### src/rtl/err_log_pkg.sv
package err_log_pkg;
  localparam int STAT_W    = 64;
  localparam int POS_VALID = 63;
  localparam int POS_OVF   = 62;
  localparam int POS_UC    = 61;
  localparam int POS_ADRV  = 58;
  localparam int POS_COLLO = 53;

  typedef enum logic [1:0] {
    COL_NONE   = 2'b00,
    COL_GREEN  = 2'b01,
    COL_YELLOW = 2'b10,
    COL_RSVD   = 2'b11
  } color_e;

  function automatic logic [1:0] norm_color(input logic [1:0] c);
    return (c == COL_RSVD) ? COL_NONE : c;
  endfunction
endpackage

### src/rtl/elog_arbiter.sv
module elog_arbiter (
  input  logic       held_uc,
  input  logic [1:0] held_color,
  input  logic       new_uc,
  output logic       replace
);
  import err_log_pkg::*;

  always_comb begin
    if (held_uc)
      replace = 1'b0;
    else if (new_uc)
      replace = 1'b1;
    else
      replace = (held_color != COL_YELLOW);
  end
endmodule

### src/rtl/elog_swport.sv
module elog_swport (
  input  logic        clk,
  input  logic        rst_n,
  input  logic        reg_wr,
  input  logic        reg_sel,
  input  logic [63:0] reg_wdata,
  output logic        clr_stat,
  output logic        clr_addr,
  output logic        wr_fault
);
  logic fault_d;
  logic fault_q;

  always_comb begin
    clr_stat = reg_wr && !reg_sel;
    clr_addr = reg_wr && reg_sel && (reg_wdata == '0);
    fault_d  = reg_wr && reg_sel && (reg_wdata != '0);
  end

  always_ff @(posedge clk or negedge rst_n) begin
    if (!rst_n) fault_q <= 1'b0;
    else        fault_q <= fault_d;
  end

  assign wr_fault = fault_q;
endmodule

### src/rtl/elog_record.sv
module elog_record #(
  parameter int CODE_W = 16,
  parameter int ADDR_W = 48
) (
  input  logic              clk,
  input  logic              rst_n,
  input  logic              evt_vld,
  input  logic              evt_uc,
  input  logic [1:0]        evt_color,
  input  logic              evt_addr_vld,
  input  logic [CODE_W-1:0] evt_code,
  input  logic [ADDR_W-1:0] evt_addr,
  input  logic              clr_stat,
  input  logic              clr_addr,
  output logic [63:0]       status,
  output logic [ADDR_W-1:0] addr
);
  import err_log_pkg::*;

  logic              valid_q, valid_d;
  logic              ovf_q, ovf_d;
  logic              uc_q, uc_d;
  logic              adrv_q, adrv_d;
  logic [1:0]        col_q, col_d;
  logic [CODE_W-1:0] code_q, code_d;
  logic [ADDR_W-1:0] addr_q, addr_d;
  logic              held_live;
  logic              replace;
  logic              take;
  logic              stat_en;
  logic              addr_en;

  elog_arbiter u_arb (
    .held_uc   (uc_q),
    .held_color(col_q),
    .new_uc    (evt_uc),
    .replace   (replace)
  );

  always_comb begin
    held_live = valid_q && !clr_stat;
    take      = evt_vld && (!held_live || replace);
    valid_d   = held_live;
    ovf_d     = ovf_q && !clr_stat;
    uc_d      = clr_stat ? 1'b0 : uc_q;
    adrv_d    = clr_stat ? 1'b0 : adrv_q;
    col_d     = clr_stat ? 2'b00 : col_q;
    code_d    = clr_stat ? '0 : code_q;
    addr_d    = addr_q;
    if (evt_vld) begin
      valid_d = 1'b1;
      ovf_d   = ovf_d || held_live;
    end
    if (take) begin
      uc_d   = evt_uc;
      adrv_d = evt_addr_vld;
      col_d  = norm_color(evt_color);
      code_d = evt_code;
      addr_d = evt_addr_vld ? evt_addr : '0;
    end else if (clr_addr) begin
      addr_d = '0;
    end
    stat_en = evt_vld || clr_stat;
    addr_en = take || clr_addr;
  end

  always_ff @(posedge clk or negedge rst_n) begin
    if (!rst_n) begin
      valid_q <= 1'b0;
      ovf_q   <= 1'b0;
      uc_q    <= 1'b0;
      adrv_q  <= 1'b0;
      col_q   <= 2'b00;
      code_q  <= '0;
    end else if (stat_en) begin
      valid_q <= valid_d;
      ovf_q   <= ovf_d;
      uc_q    <= uc_d;
      adrv_q  <= adrv_d;
      col_q   <= col_d;
      code_q  <= code_d;
    end
  end

  always_ff @(posedge clk or negedge rst_n) begin
    if (!rst_n)       addr_q <= '0;
    else if (addr_en) addr_q <= addr_d;
  end

  always_comb begin
    status                          = '0;
    status[POS_VALID]               = valid_q;
    status[POS_OVF]                 = ovf_q;
    status[POS_UC]                  = uc_q;
    status[POS_ADRV]                = adrv_q;
    status[POS_COLLO+1:POS_COLLO]   = col_q;
    status[CODE_W-1:0]              = code_q;
  end

  assign addr = addr_q;
endmodule

### src/rtl/err_log_bank.sv
module err_log_bank #(
  parameter int CODE_W = 16,
  parameter int ADDR_W = 48
) (
  input  logic              clk,
  input  logic              rst_n,
  input  logic              evt_vld,
  input  logic              evt_uc,
  input  logic [1:0]        evt_color,
  input  logic              evt_addr_vld,
  input  logic [CODE_W-1:0] evt_code,
  input  logic [ADDR_W-1:0] evt_addr,
  input  logic              reg_wr,
  input  logic              reg_sel,
  input  logic [63:0]       reg_wdata,
  output logic [63:0]       reg_rdata,
  output logic              wr_fault
);
  localparam int PAD_W = 64 - ADDR_W;

  logic              rst_meta_q;
  logic              rst_sync_n;
  logic              clr_stat;
  logic              clr_addr;
  logic [63:0]       status_w;
  logic [ADDR_W-1:0] addr_w;
  logic [63:0]       addr_ext;

  always_ff @(posedge clk or negedge rst_n) begin
    if (!rst_n) begin
      rst_meta_q <= 1'b0;
      rst_sync_n <= 1'b0;
    end else begin
      rst_meta_q <= 1'b1;
      rst_sync_n <= rst_meta_q;
    end
  end

  elog_swport u_sw (
    .clk      (clk),
    .rst_n    (rst_sync_n),
    .reg_wr   (reg_wr),
    .reg_sel  (reg_sel),
    .reg_wdata(reg_wdata),
    .clr_stat (clr_stat),
    .clr_addr (clr_addr),
    .wr_fault (wr_fault)
  );

  elog_record #(.CODE_W(CODE_W), .ADDR_W(ADDR_W)) u_rec (
    .clk         (clk),
    .rst_n       (rst_sync_n),
    .evt_vld     (evt_vld),
    .evt_uc      (evt_uc),
    .evt_color   (evt_color),
    .evt_addr_vld(evt_addr_vld),
    .evt_code    (evt_code),
    .evt_addr    (evt_addr),
    .clr_stat    (clr_stat),
    .clr_addr    (clr_addr),
    .status      (status_w),
    .addr        (addr_w)
  );

  generate
    if (PAD_W > 0) begin : g_pad
      assign addr_ext = {{PAD_W{1'b0}}, addr_w};
    end else begin : g_full
      assign addr_ext = addr_w[63:0];
    end
  endgenerate

  assign reg_rdata = reg_sel ? addr_ext : status_w;
endmodule

### config.mk
export PLATFORM = sky130hd
export DESIGN_NAME = err_log_bank
export DESIGN_NICKNAME = d
export VERILOG_FILES = /design/src/rtl/err_log_pkg.sv /design/src/rtl/elog_arbiter.sv /design/src/rtl/elog_swport.sv /design/src/rtl/elog_record.sv /design/src/rtl/err_log_bank.sv
export SDC_FILE = /design/constraint.sdc
export NUM_CORES = 1
export LEC_CHECK = 0
export ABC_AREA = 1
export BUFFER_PORTS_ARGS = -buffer_cell sky130_fd_sc_hd__buf_2
export CAP_MARGIN = 10
export CORE_MARGIN = 2
export CORE_UTILIZATION = 40
export DETAILED_ROUTE_END_ITERATION = 12
export PLACE_DENSITY = 0.76
export SLEW_MARGIN = 20
export SYNTH_ARGS = -nofsm -noshare
export SYNTH_HDL_FRONTEND = slang
export SYNTH_SLANG_ARGS = --single-unit
export TNS_END_PERCENT = 10
### constraint.sdc
create_clock -name clk -period 2.3 [get_ports clk]
set_clock_uncertainty 0.15 [all_clocks]
set_input_delay 0 -clock clk [delete_from_list [all_inputs] [get_ports clk]]
set_output_delay 0 -clock clk [all_outputs]
set_load 0.005 [all_outputs]
# [Yosys cells after proc, flatten, opt, wreduce, memory -nomap -nowiden]
# Cells that the tools add are included.
[word_totals] regBits=73 inputBits=137 output_inout_bits=65 word_cells=48
[classes] n_eq_ne=2 mux=16 reduce_logical=20
[op_table] operator="2-to-1 mux 48 bit" count=3
[op_table] operator="zero test 64 bit" count=1
[op_table] operator="2-to-1 mux 64 bit" count=1
[op_table] operator="nonzero test 64 bit" count=1
[op_table] operator="2-to-1 mux 16 bit" count=2
[op_table] operator="logical AND 1 bit" count=7
[op_table] operator="2-to-1 mux 1 bit" count=7
[op_table] operator="2-to-1 mux 2 bit" count=3
[op_table] operator="logical OR 1 bit" count=4
[op_table] operator="AND reduction 2 bit" count=2
[op_table] operator="nonzero test 2 bit" count=2
[op_table] operator="zero test 1 bit" count=3
[op_table] operator="== test 2 bit, second input constant" count=1
[op_table] operator="inequality test 2 bit, second input constant" count=1

# [Logic depth before layout (Yosys ltp)]
# Gate-level depths: netlist of the first run.
[depth] word_depth=9 depth_mapped=10 depth_no_buf=8

# [By module]
# Synthesis of the first run repeated with hierarchy kept, for this count alone.
[hier_totals] cells_unflattened=633 hier_area_um2=4485.6
[modules_own_cells] module="elog_record" n_inst=1 cells_each=366 area_each_um2=3326.9 seq_area_each_um2=1751.7
[modules_own_cells] module="err_log_bank" n_inst=1 cells_each=192 area_each_um2=840.8 seq_area_each_um2=50.0
[modules_own_cells] module="elog_swport" n_inst=1 cells_each=69 area_each_um2=289.0 seq_area_each_um2=25.0
[modules_own_cells] module="elog_arbiter" n_inst=1 cells_each=6 area_each_um2=28.8 seq_area_each_um2=0.0

# [Least setup slack after synthesis of the first run]
# Ideal clock, no wire load.
[synth_path] path_kind="flip-flop to flip-flop" from="reg u_rec.col_q[0]" to="reg u_rec.addr_q[0] (netlist: u_rec.addr[0])" setup_ns=0.117 arrival_time_ns=1.156 t_required_ns=2.033 slack_ns=0.877 stages_incl_launch_ff=9 n_path_buf=2 synth_period_minus_slack_ns=1.423 path_cell_list="dfrtp_1 -> nor3_1 -> o21ai_2 -> nand2_2 -> nor2_2 -> buf_4 -> buf_6 -> nand2_1 -> nand2_1"
[synth_via] elab_chain_cells=7 elab_cells_between_ends=9 classes_between="1 x eq/ne; 3 x mux; 5 x reduce/logical"
[synth_rtl] item="start: declaration" line="elog_record.sv:24" text="logic [1:0] col_q, col_d;"
[synth_rtl] item="start signal: assignment" line="elog_record.sv:80" text="col_q <= col_d;"
[synth_rtl] item="inequality test 2 bit (*)" line="elog_arbiter.sv:15" text="replace = (held_color != COL_YELLOW);"
[synth_rtl] item="2-to-1 mux 1 bit (*)" line="elog_arbiter.sv:12" text="else if (new_uc)"
[synth_rtl] item="2-to-1 mux 1 bit (*)" line="elog_arbiter.sv:10" text="if (held_uc)"
[synth_rtl] item="logical OR 1 bit (*)" line="elog_record.sv:42" text="take = evt_vld && (!held_live || replace);"
[synth_rtl] item="logical AND 1 bit (*)" line="elog_record.sv:42"
[synth_rtl] item="nonzero test 2 bit (no source line) or logical OR 1 bit (tied branches)"
[synth_rtl] item="AND reduction 2 bit (no source line)"
[synth_rtl] item="end signal: assignment" line="elog_record.sv:87" text="else if (addr_en) addr_q <= addr_d;"
[synth_rtl] item="end: declaration" line="elog_record.sv:26" text="logic [ADDR_W-1:0] addr_q, addr_d;"
# Every way passes the cells marked *; elsewhere a longest branch is shown, timed or not.
# A chain may end at the register's enable or synchronous reset.

# [Worst setup path in the final report of the first run]
[layout_path] from="in reg_sel" to="reg u_rec.code_q[6]"
[layout_via] elab_chain_cells=9 elab_cells_between_ends=11 classes_between="1 x mux; 10 x reduce/logical"
[layout_rtl] item="start: declaration" line="err_log_bank.sv:14" text="input logic reg_sel,"
[layout_rtl] item="zero test 1 bit (*)" line="elog_swport.sv:15" text="clr_stat = reg_wr && !reg_sel;"
[layout_rtl] item="logical AND 1 bit (*)" line="elog_swport.sv:15"
[layout_rtl] item="zero test 1 bit" line="elog_record.sv:41" text="held_live = valid_q && !clr_stat;"
[layout_rtl] item="logical AND 1 bit" line="elog_record.sv:41"
[layout_rtl] item="zero test 1 bit" line="elog_record.sv:42"
[layout_rtl] item="logical OR 1 bit" line="elog_record.sv:42"
[layout_rtl] item="logical AND 1 bit" line="elog_record.sv:42"
[layout_rtl] item="nonzero test 2 bit (no source line)"
[layout_rtl] item="AND reduction 2 bit (no source line)"
[layout_rtl] item="end signal: assignment" line="elog_record.sv:81" text="code_q <= code_d;"
[layout_rtl] item="end: declaration" line="elog_record.sv:25" text="logic [CODE_W-1:0] code_q, code_d;"
# Marks and branches as above.

==> results of run 1 <==
critical path, delay by kind of cell:
family          cells  cell delay, ns
compound gates      3            0.67
simple gates        2            0.55
buf+inv             3            0.91
metal layers:
layer / vias to the layer above / track usage
met2: 166 / 0.400
met5: - / 0
met4: 0 / 0.0969
met1: 1864 / 0.255
met3: 24 / 0.0457
li1: 2007 / -
kinds of logic (layout without fill, tap and decap cells):
family                 count (synthesis)  count (layout)  share of synthesized area
and+or+nand+nor                      289             289                      0.315
buffers and inverters                 97             349                      0.126
DFF                                   73              73                      0.499
AOI/OAI and AO/OA                     40              40                     0.0571
other                                  2              11                    0.00205
where the power goes:
part | internal (uW) | switching, uW
Sequential | 1460 | 103
Combinational | 362 | 376
Clock | 595 | 460
Total | 2410 | 939
through the flow:
step                power [uW]  hold WS [ns]   util  setup slack (ns)
finish                    3350         0.217  0.633             0.249
global route              3570         0.233  0.633             0.122
CTS                       3380         0.223  0.633             0.359
detailed placement        2210        -0.355  0.523             0.474
global placement          2190        -0.366  0.523             0.591
floorplan                 1930        -0.446      -             0.877
state kept, by name (all words and copies together), names as in the netlist:
name           count
u_rec.addr        48
u_rec.uc_q         1
rst_meta_q         1
u_sw.wr_fault      1
u_rec.col_q        2
rst_sync_n         1
u_rec.valid_q      1
u_rec.code_q      16
u_rec.ovf_q        1
u_rec.adrv_q       1
synth_stat cells (2+ instances only):
master / number
nand2_1: 187
dfrtp_1: 73
inv_1: 59
nand3_1: 50
nor2_1: 49
o21ai_0: 26
buf_4: 14
clkbuf_1: 10
o21ai_1: 10
buf_2: 7
buf_6: 5
conb_1: 2
inv_2: 2
cell type report:
| cell class | count | area share |
|---|---|---|
| timing repair buffer | 272 | 0.314 |
| tap | 108 | 0.0242 |
| sequential | 73 | 0.328 |
| multi-input combinational | 340 | 0.253 |
| clock buffer | 13 | 0.0303 |
| clock inverter | 3 | 0.00830 |
| inverter | 61 | 0.0410 |
path summary, 6_finish.rpt:
check,endpoint,slack [ns],cells past startpoint
setup / recovery,u_rec.code_q[6],0.25,8
max in group asynchronous,u_rec.addr[21],1.10,0
hold / removal,rst_sync_n,0.22,0
setup reg to reg,u_rec.code_q[6],0.37,5
hold reg to reg,rst_sync_n,0.22,0
min in group asynchronous,u_rec.addr[0],0.32,0
what timing repair did:
item,4_1_cts,5_1_grt
endpoints found under the setup margin,0,0
endpoints found under the hold margin,73,0
gates resized for setup,0,0
hold buffers,76,0
placed cells by master, fill, tap and decap left out:
| cell | n |
|---|---|
| o21ai_1 | 10 |
| o21ai_0 | 26 |
| conb_1 | 11 |
| inv_2 | 2 |
| nand2_2 | 1 |
| dfrtp_4 | 1 |
| nor3_1 | 1 |
| clkinvlp_4 | 1 |
| bufinv_16 | 1 |
| o21ai_2 | 1 |
| inv_6 | 1 |
| nor2_1 | 49 |
| nand3_1 | 49 |
| a21oi_2 | 1 |
| nor2_4 | 1 |
| buf_2 | 191 |
| nand3_2 | 1 |
| nand2_1 | 187 |
| o22ai_1 | 1 |
| a21oi_1 | 1 |
| buf_4 | 5 |
| dfrtp_1 | 72 |
| clkbuf_8 | 12 |
| inv_1 | 59 |
| dlygate4sd3_1 | 76 |
| clkbuf_1 | 1 |
==> impl_metrics.toml, run 1 <==
[min_path]
min_from = "rst_meta_q"
hp-class = "flip-flop to flip-flop"

[logic_synthesis]
syn_inst = 501
synth_top_cell_area_share = 0.499
synth_seq_cells = 73
syn_area_mm2 = 0.00366
ys_types = 20
async_flop_share = 1.00
yosys.area.top_type = "dfrtp_1"
avgSynthCellArea_um2 = 7.30
synth_edf_count = 0
synth-seq-area-share = 0.499
synth_area_leaders = "dfrtp_1 (50%), nand2_1 (19%), nand3_1 (6.8%)"
dominantRegCellSynth = "dfrtp_1"
ys_warn_count = 0

[global_routing]
grt_util_all_layers = 0.223
grt_max_degree = 72
grt_first_pass_wirelength_um = 17700
grt-ovfl-total = 0
antenna_found_initial = 0
first_global_vias = 4046

[route]
wl_met3_um = 696
drc = 0
wl_met2_um = 5830
wl_per_cell_um = 12.6
vias_per_cell = 4.67
antenna_left = 0
highest_layer = "met4"
drtIter0Drc = 120
drt_wl_total_um = 10900
drtPass1Iterations = 4
vias = 4061
wl_met1_um = 4150

[finish]
drive_above_1_share = 0.287
stdcell_area_mm2 = 0.00558
ff_latch_area_mm2 = 0.00183
fillers = 747
multiInputGateArea_mm2 = 0.00141
area_delta_synth_final_pct = 52.4
num_antenna_cells = 0
final-instance-count-excl-fill = 870
nets = 894

[flow_run]
maxCapViolCount = 0

[clocking]
post_cts_buffers = 0
cts_sinks = 73
clockBufferDepth = 2
cts_tree = "yes"
htreeDepth = 3
cts.reportedPaths.clkPinSlew_ns = 0.08
cts_buffers = 9
root_buffer = "clkbuf_8"
clock_latency_ns = 0.34

[die]
core_area_mm2 = 0.00881
row_count = 34
dieArea_mm2 = 0.00993
initial_utilization = 0.416
fp.dieH_um = 99.7
chipWidth_um = 99.7
io-pin-count = 202

[critical_path]
critPathMaxStageDelay_ns = 0.53
arrival_ns = 2.13
worstSetupStartpointType = "input pin"
critPathMaxFanout = 20
crit_chain = "dlygate4sd3_1 > buf_2 > inv_2 > a21oi_2 > o21ai_2 > nand2_2 > nand2_1 > o21ai_0"
slowest_stage = "dlygate4sd3_1"
critPathKind = "input pin to flip-flop"
cp.required_ns = 2.38
critPathCaptureType = "flip-flop"
reg2reg_from = "u_rec.col_q[0]"
cp-startpoint = "reg_sel"

[sta]
fin_tns_setup_ns = 0
drv_slew = 0
rsz0062_at_grt = "false"
fin_crit_sh = 0.892
period_minus_slack_ns = 2.05
setup_viol = 0
worst_pin_slew_ns = 0.900
slew-limit-headroom = 0.400
max_freq_mhz = 487
finalHoldViolCount = 0

[power_and_ir_drop]
vdd_drop_max_uv = 412
p_leak_uw = 0.00331
p_per_area_mw_per_mm2 = 601

[placed_design]
routabilityCongestion = 0.777
dp_hpwl_um = 7000
dp.cells = 778
port_buffers = 191
dpl-instance-area_mm2 = 0.00460

[status]
status = "finished, final reports clean"
Note: power is estimated with default switching activity, not from simulation.
==> run 2: changes to the inputs <==
RECOVER_POWER = 25   (was not set)
==> run 2 against run 1 <==
  * Clock power hardly changed
  * Cell count unchanged
  * The flow now finishes with violations (max-capacitance violations, max-slew violations)
  * Worst hold slack better by 0.0018 ns
  * Sequential share of layout area hardly changed
  * Clock-buffer cell count is the same
  * Critical path depth did not move
  * Register-to-register slack about the same
  * Non-clock buffer count stayed put
  * Via count increased by 0.22%
  * Setup slack gained 0.0039 ns
  * Sequential power barely moved
  * Power decreased by 0.14%
==> impl_metrics.toml, run 2 (synthesis results as in run 1) <==
[placed_design]
dp_hpwl_um = 7000
place_ws_ns = 0.474
port_buffers = 191
dpl-instance-area_mm2 = 0.00460
routabilityCongestion = 0.777
dp.cells = 778

[sta]
max_freq_mhz = 488
slew-limit-headroom = -0.0128
worst_pin_slew_ns = 1.52
finalHoldViolCount = 0
fin_crit_sh = 0.890
drv_slew = 72
fin_tns_setup_ns = 0
setup_viol = 0
rsz0062_at_grt = "false"
setup_ws_ns = 0.252
period_minus_slack_ns = 2.05

[critical_path]
critPathTopFamily = "buffers and inverters"
cp.required_ns = 2.38
critPathMaxStageDelay_ns = 0.53
critPathMaxFanout = 20
arrival_ns = 2.13
critPathKind = "input pin to flip-flop"
crit_buf_inv = 3
slowest_stage = "dlygate4sd3_1"
crit_chain = "dlygate4sd3_1 > buf_2 > inv_2 > a21oi_2 > o21ai_2 > nand2_2 > nand2_1 > o21ai_0"
critPathCaptureType = "flip-flop"
worstSetupStartpointType = "input pin"

[clocking]
cts_tree = "yes"
cts.repair.resized = 0
clock_latency_ns = 0.34
cts_sinks = 73
cts_buffers = 9
root_buffer = "clkbuf_8"
cts.reportedPaths.clkPinSlew_ns = 0.08
htreeDepth = 3
clockBufferDepth = 2

[die]
initial_utilization = 0.416
dieArea_mm2 = 0.00993
core_area_mm2 = 0.00881
chipWidth_um = 99.7
fp.dieH_um = 99.7
row_count = 34
io-pin-count = 202

[route]
drtPass1Iterations = 4
drt_wl_total_um = 10900
antenna_left = 0
vias_per_cell = 4.68
wl_per_cell_um = 12.6
drc = 0
vias = 4070
drtIter0Drc = 117

[finish]
final-instance-count-excl-fill = 870
nets = 894
mostFrequentLayoutCells = "nand2_1 (187), buf_2 (185), dlygate4sd3_1 (76)"
final_common_cell = "nand2_1"
largest_reg_flops = 48
drive_above_1_share = 0.280
stdcell_area_mm2 = 0.00557
area_delta_synth_final_pct = 52.1
num_antenna_cells = 0

[power_and_ir_drop]
vdd_drop_max_uv = 408
pwr-share-seq = 0.466
intPower_uw = 2410
clock_power_share = 0.314
power_uw = 3350
pwr-share-comb = 0.220
netSwitchingPower_uw = 937
p_leak_uw = 0.00328
p_per_area_mw_per_mm2 = 601
switching_share = 0.280

[global_routing]
grt_first_pass_wirelength_um = 17700
first_global_vias = 4046
grt_util_all_layers = 0.223
antenna_found_initial = 0
grt-ovfl-total = 0
grt_max_degree = 72

[status]
status = "finished with violations"
violations = "max-capacitance violations, max-slew violations"

[flow_run]
maxCapViolCount = 1

[min_path]
hp-class = "flip-flop to flip-flop"
run 2: cell types whose count changed in the layout (fill, tap and decap cells not counted):
cell	before	now
buf_2	191	185
clkbuf_1	1	7
dfrtp_2	0	1
dfrtp_4	1	0
run 2: what timing repair did:
item,4_1_cts,5_1_grt
hold endpoints to repair,73,0
buffers inserted,0,0
hold buffers,76,0
run 2: power by group through the flow:
stage               combinational, uW  sequential, uW  clock (uW)
floorplan                         370            1560           0
global placement                  607            1580           0
detailed placement                626            1590           0
CTS                               729            1560        1090
global route                      831            1580        1150
finish                            737            1560        1050
run 2: worst paths after layout:
kind                            depth (start not counted)            from         endpoint  slack (ns)
worst min register to register                          0      rst_meta_q       rst_sync_n        0.22
worst max-delay path                                    8         reg_sel  u_rec.code_q[6]        0.25
worst max register to register                          5  u_rec.col_q[0]  u_rec.code_q[6]        0.37
worst min-delay path                                    0      rst_meta_q       rst_sync_n        0.22
min in group asynchronous                               3           rst_n       rst_sync_n        0.36
max in group asynchronous                               0      rst_sync_n   u_rec.addr[21]        0.58
run 2: cell type report:
| class | instances | area, um2 |
|---|---|---|
| multi-input combinational | 340 | 1410 |
| inverter | 61 | 229 |
| fill | 751 | 3240 |
| sequential | 73 | 1830 |
| tap | 108 | 135 |
| timing repair buffer | 272 | 1750 |
| clock inverter | 3 | 46.3 |
| clock buffer | 13 | 169 |
run 2: metrics by stage:
| stage | hold slack, ns | utilization |
|---|---|---|
| after detailed placement | -0.355 | 0.523 |
| after global routing | 0.233 | 0.632 |
| final | 0.218 | 0.632 |
| after global placement | -0.366 | 0.523 |
| after floorplan | -0.446 | - |
| after CTS | 0.223 | 0.633 |
run 2: per-layer routing:
metal  vias up  GRT usage  part of all wire  routed length, um
li1       2008          -                 -                  -
met5         -          0                 0                  0
met3        24     0.0457             0.064                700
met1      1868      0.255              0.38               4160
met4         0     0.0969             0.023                248
met2       170      0.400              0.53               5820
==> run 3: changes to the inputs <==
--- a/config.mk
+++ b/config.mk
@@ -14,3 +14,3 @@
 export PLACE_DENSITY = 0.76
-export RECOVER_POWER = 25
+export RECOVER_POWER = 50
 export SLEW_MARGIN = 20
--- a/constraint.sdc
+++ b/constraint.sdc
@@ -4,2 +4,2 @@
 set_output_delay 0 -clock clk [all_outputs]
-set_load 0.005 [all_outputs]
+set_load 0.02 [all_outputs]
==> run 3 against run 2 <==
  * The run still ends with max-capacitance violations, max-slew violations left
  * Wire length rose by 0.29%
  * Combinational power up 17%
  * Register-to-register slack worse by 0.04 ns
  * Highest routed layer unchanged
  * Critical path depth is the same
  * Cell area decreased by 0.31%
  * Cell count unchanged
  * Largest cell class unchanged
  * Critical path type unchanged
  * Power is 3.8% higher
  * Critical endpoint unchanged
==> impl_metrics.toml, run 3 (synthesis results as in run 1) <==
[status]
status = "finished with violations"
violations = "max-capacitance violations, max-slew violations"

[finish]
final_util = 0.630
final_common_cell = "nand2_1"
mostFrequentLayoutCells = "nand2_1 (187), buf_2 (177), dlygate4sd3_1 (76)"
fillers = 760
drive_above_1_share = 0.266
nets = 894
ff_latch_area_mm2 = 0.00183
area_delta_synth_final_pct = 51.7
largest_reg_flops = 48
num_antenna_cells = 0
multiInputGateArea_mm2 = 0.00141

[sta]
fin_tns_setup_ns = 0
fin_crit_sh = 0.919
slew-limit-headroom = -0.0188
drv_slew = 72
setup_viol = 0
holdWs_ns = 0.216
finalHoldViolCount = 0
period_minus_slack_ns = 2.11
rsz0062_at_grt = "false"
max_freq_mhz = 473
worst_pin_slew_ns = 1.53

[flow_run]
maxCapViolCount = 1

[clocking]
cts_sinks = 73
clockBufferDepth = 2
cts.reportedPaths.clkPinSlew_ns = 0.08
clock_latency_ns = 0.34
cts_buffers = 9
cts_tree = "yes"
root_buffer = "clkbuf_8"
post_cts_buffers = 0
htreeDepth = 3

[power_and_ir_drop]
p_leak_uw = 0.00325
p_per_area_mw_per_mm2 = 626
vdd_drop_max_uv = 419
switching_share = 0.307
pwr-share-seq = 0.449
netSwitchingPower_uw = 1070
intPower_uw = 2410
clock_power_share = 0.304
pwr-share-comb = 0.247

[placed_design]
routabilityCongestion = 0.777
port_buffers = 191
dp_hpwl_um = 7000

[critical_path]
crit_buf_inv = 3
critPathMaxStageDelay_ns = 0.53
critPathMaxFanout = 20
worst-path-stages = 8
slowest_stage = "dlygate4sd3_1"
cp.required_ns = 2.38
arrival_ns = 2.19
critPathKind = "input pin to flip-flop"
rr_worst_depth = 8
worstSetupStartpointType = "input pin"
critPathTopFamily = "buffers and inverters"
crit_chain = "dlygate4sd3_1 > buf_2 > inv_2 > a21oi_1 > o21ai_2 > nand2_2 > nand2_1 > o21ai_0"
critPathCaptureType = "flip-flop"

[min_path]
hp-class = "flip-flop to flip-flop"
min_delay_path_depth = 0

[global_routing]
grt-ovfl-total = 0
antenna_found_initial = 0
first_global_vias = 4046
grt_first_pass_wirelength_um = 17700
grt_max_degree = 72
grt_util_all_layers = 0.223

[route]
drtIter0Drc = 129
drtPass1Iterations = 6
drc = 0
vias_per_cell = 4.66
drt_wl_total_um = 11000
antenna_left = 0
vias = 4057
wl_per_cell_um = 12.6

[die]
fp.dieH_um = 99.7
row_count = 34
core_area_mm2 = 0.00881
chipWidth_um = 99.7
io-pin-count = 202
dieArea_mm2 = 0.00993
initial_utilization = 0.416
==> run 3: cell count changes in the layout (fill, tap and decap cells not counted) <==
cell and change:
clkbuf_1 +9, a21oi_1 +1, a21oi_2 -1, buf_4 -1, buf_2 -8
==> run 3: final cells by class <==
cell class,count,share of cell area
clock buffer,13,0.0304
clock inverter,3,0.00834
inverter,61,0.0413
multi-input combinational,340,0.254
sequential,73,0.329
tap,108,0.0243
timing repair buffer,272,0.312
==> run 3: power by group through the flow <==
stage          Sequential (uW)  Clock [uW]  Combinational, uW
3_5_place_dp              1590           0                752
3_3_place_gp              1580           0                734
6_report                  1560        1060                860
4_1_cts                   1560        1090                856
2_1_floorplan             1560           0                495
5_1_grt                   1580        1150                952
==> run 3: metrics by stage <==
stage | instances | area [um2] | power [uW] | worst slack (ns)
6_report | 870 | 5550 | 3480 | 0.186
5_1_grt | 870 | 5550 | 3680 | 0.0611
4_1_cts | 870 | 5580 | 3510 | 0.345
3_5_place_dp | 778 | 4600 | 2340 | 0.474
3_3_place_gp | 778 | 4600 | 2310 | 0.591
2_1_floorplan | 510 | 3690 | 2050 | 0.877
==> run 3: metal layers <==
metal  routed length [um]  up-vias  global-route usage
met5                    0        -                   0
met4                  248        0              0.0969
met3                  628       24              0.0457
met2                 5810      155               0.400
met1                 4270     1873               0.255
li1                     -     2005                   -
==> run 3: path summary, 6_finish.rpt <==
kind / start / end / slack (ns)
worst max register to register: u_rec.col_q[1] / u_rec.addr[5] / 0.33
worst min register to register: rst_meta_q / rst_sync_n / 0.22
worst max-delay path: reg_sel / u_rec.code_q[6] / 0.19
worst min-delay path: rst_meta_q / rst_sync_n / 0.22
max in group asynchronous: rst_sync_n / u_rec.addr[21] / 0.57
min in group asynchronous: rst_n / rst_sync_n / 0.36
==> run 3: worst reg2reg max path, stage by stage, from the launching register on <==
cell and delay, ns:
dfrtp_1 0.37, inv_1 0.09, nor3_1 0.06, o21ai_2 0.11, nand2_2 0.11, nor2_4 0.08
buf_2 0.68, nand2_1 0.15, nand2_1 0.11
==> run 3: repair_timing <==
item	CTS	global route
hold buffers	76	0
hold endpoints to repair	73	0
gates resized for setup	0	0
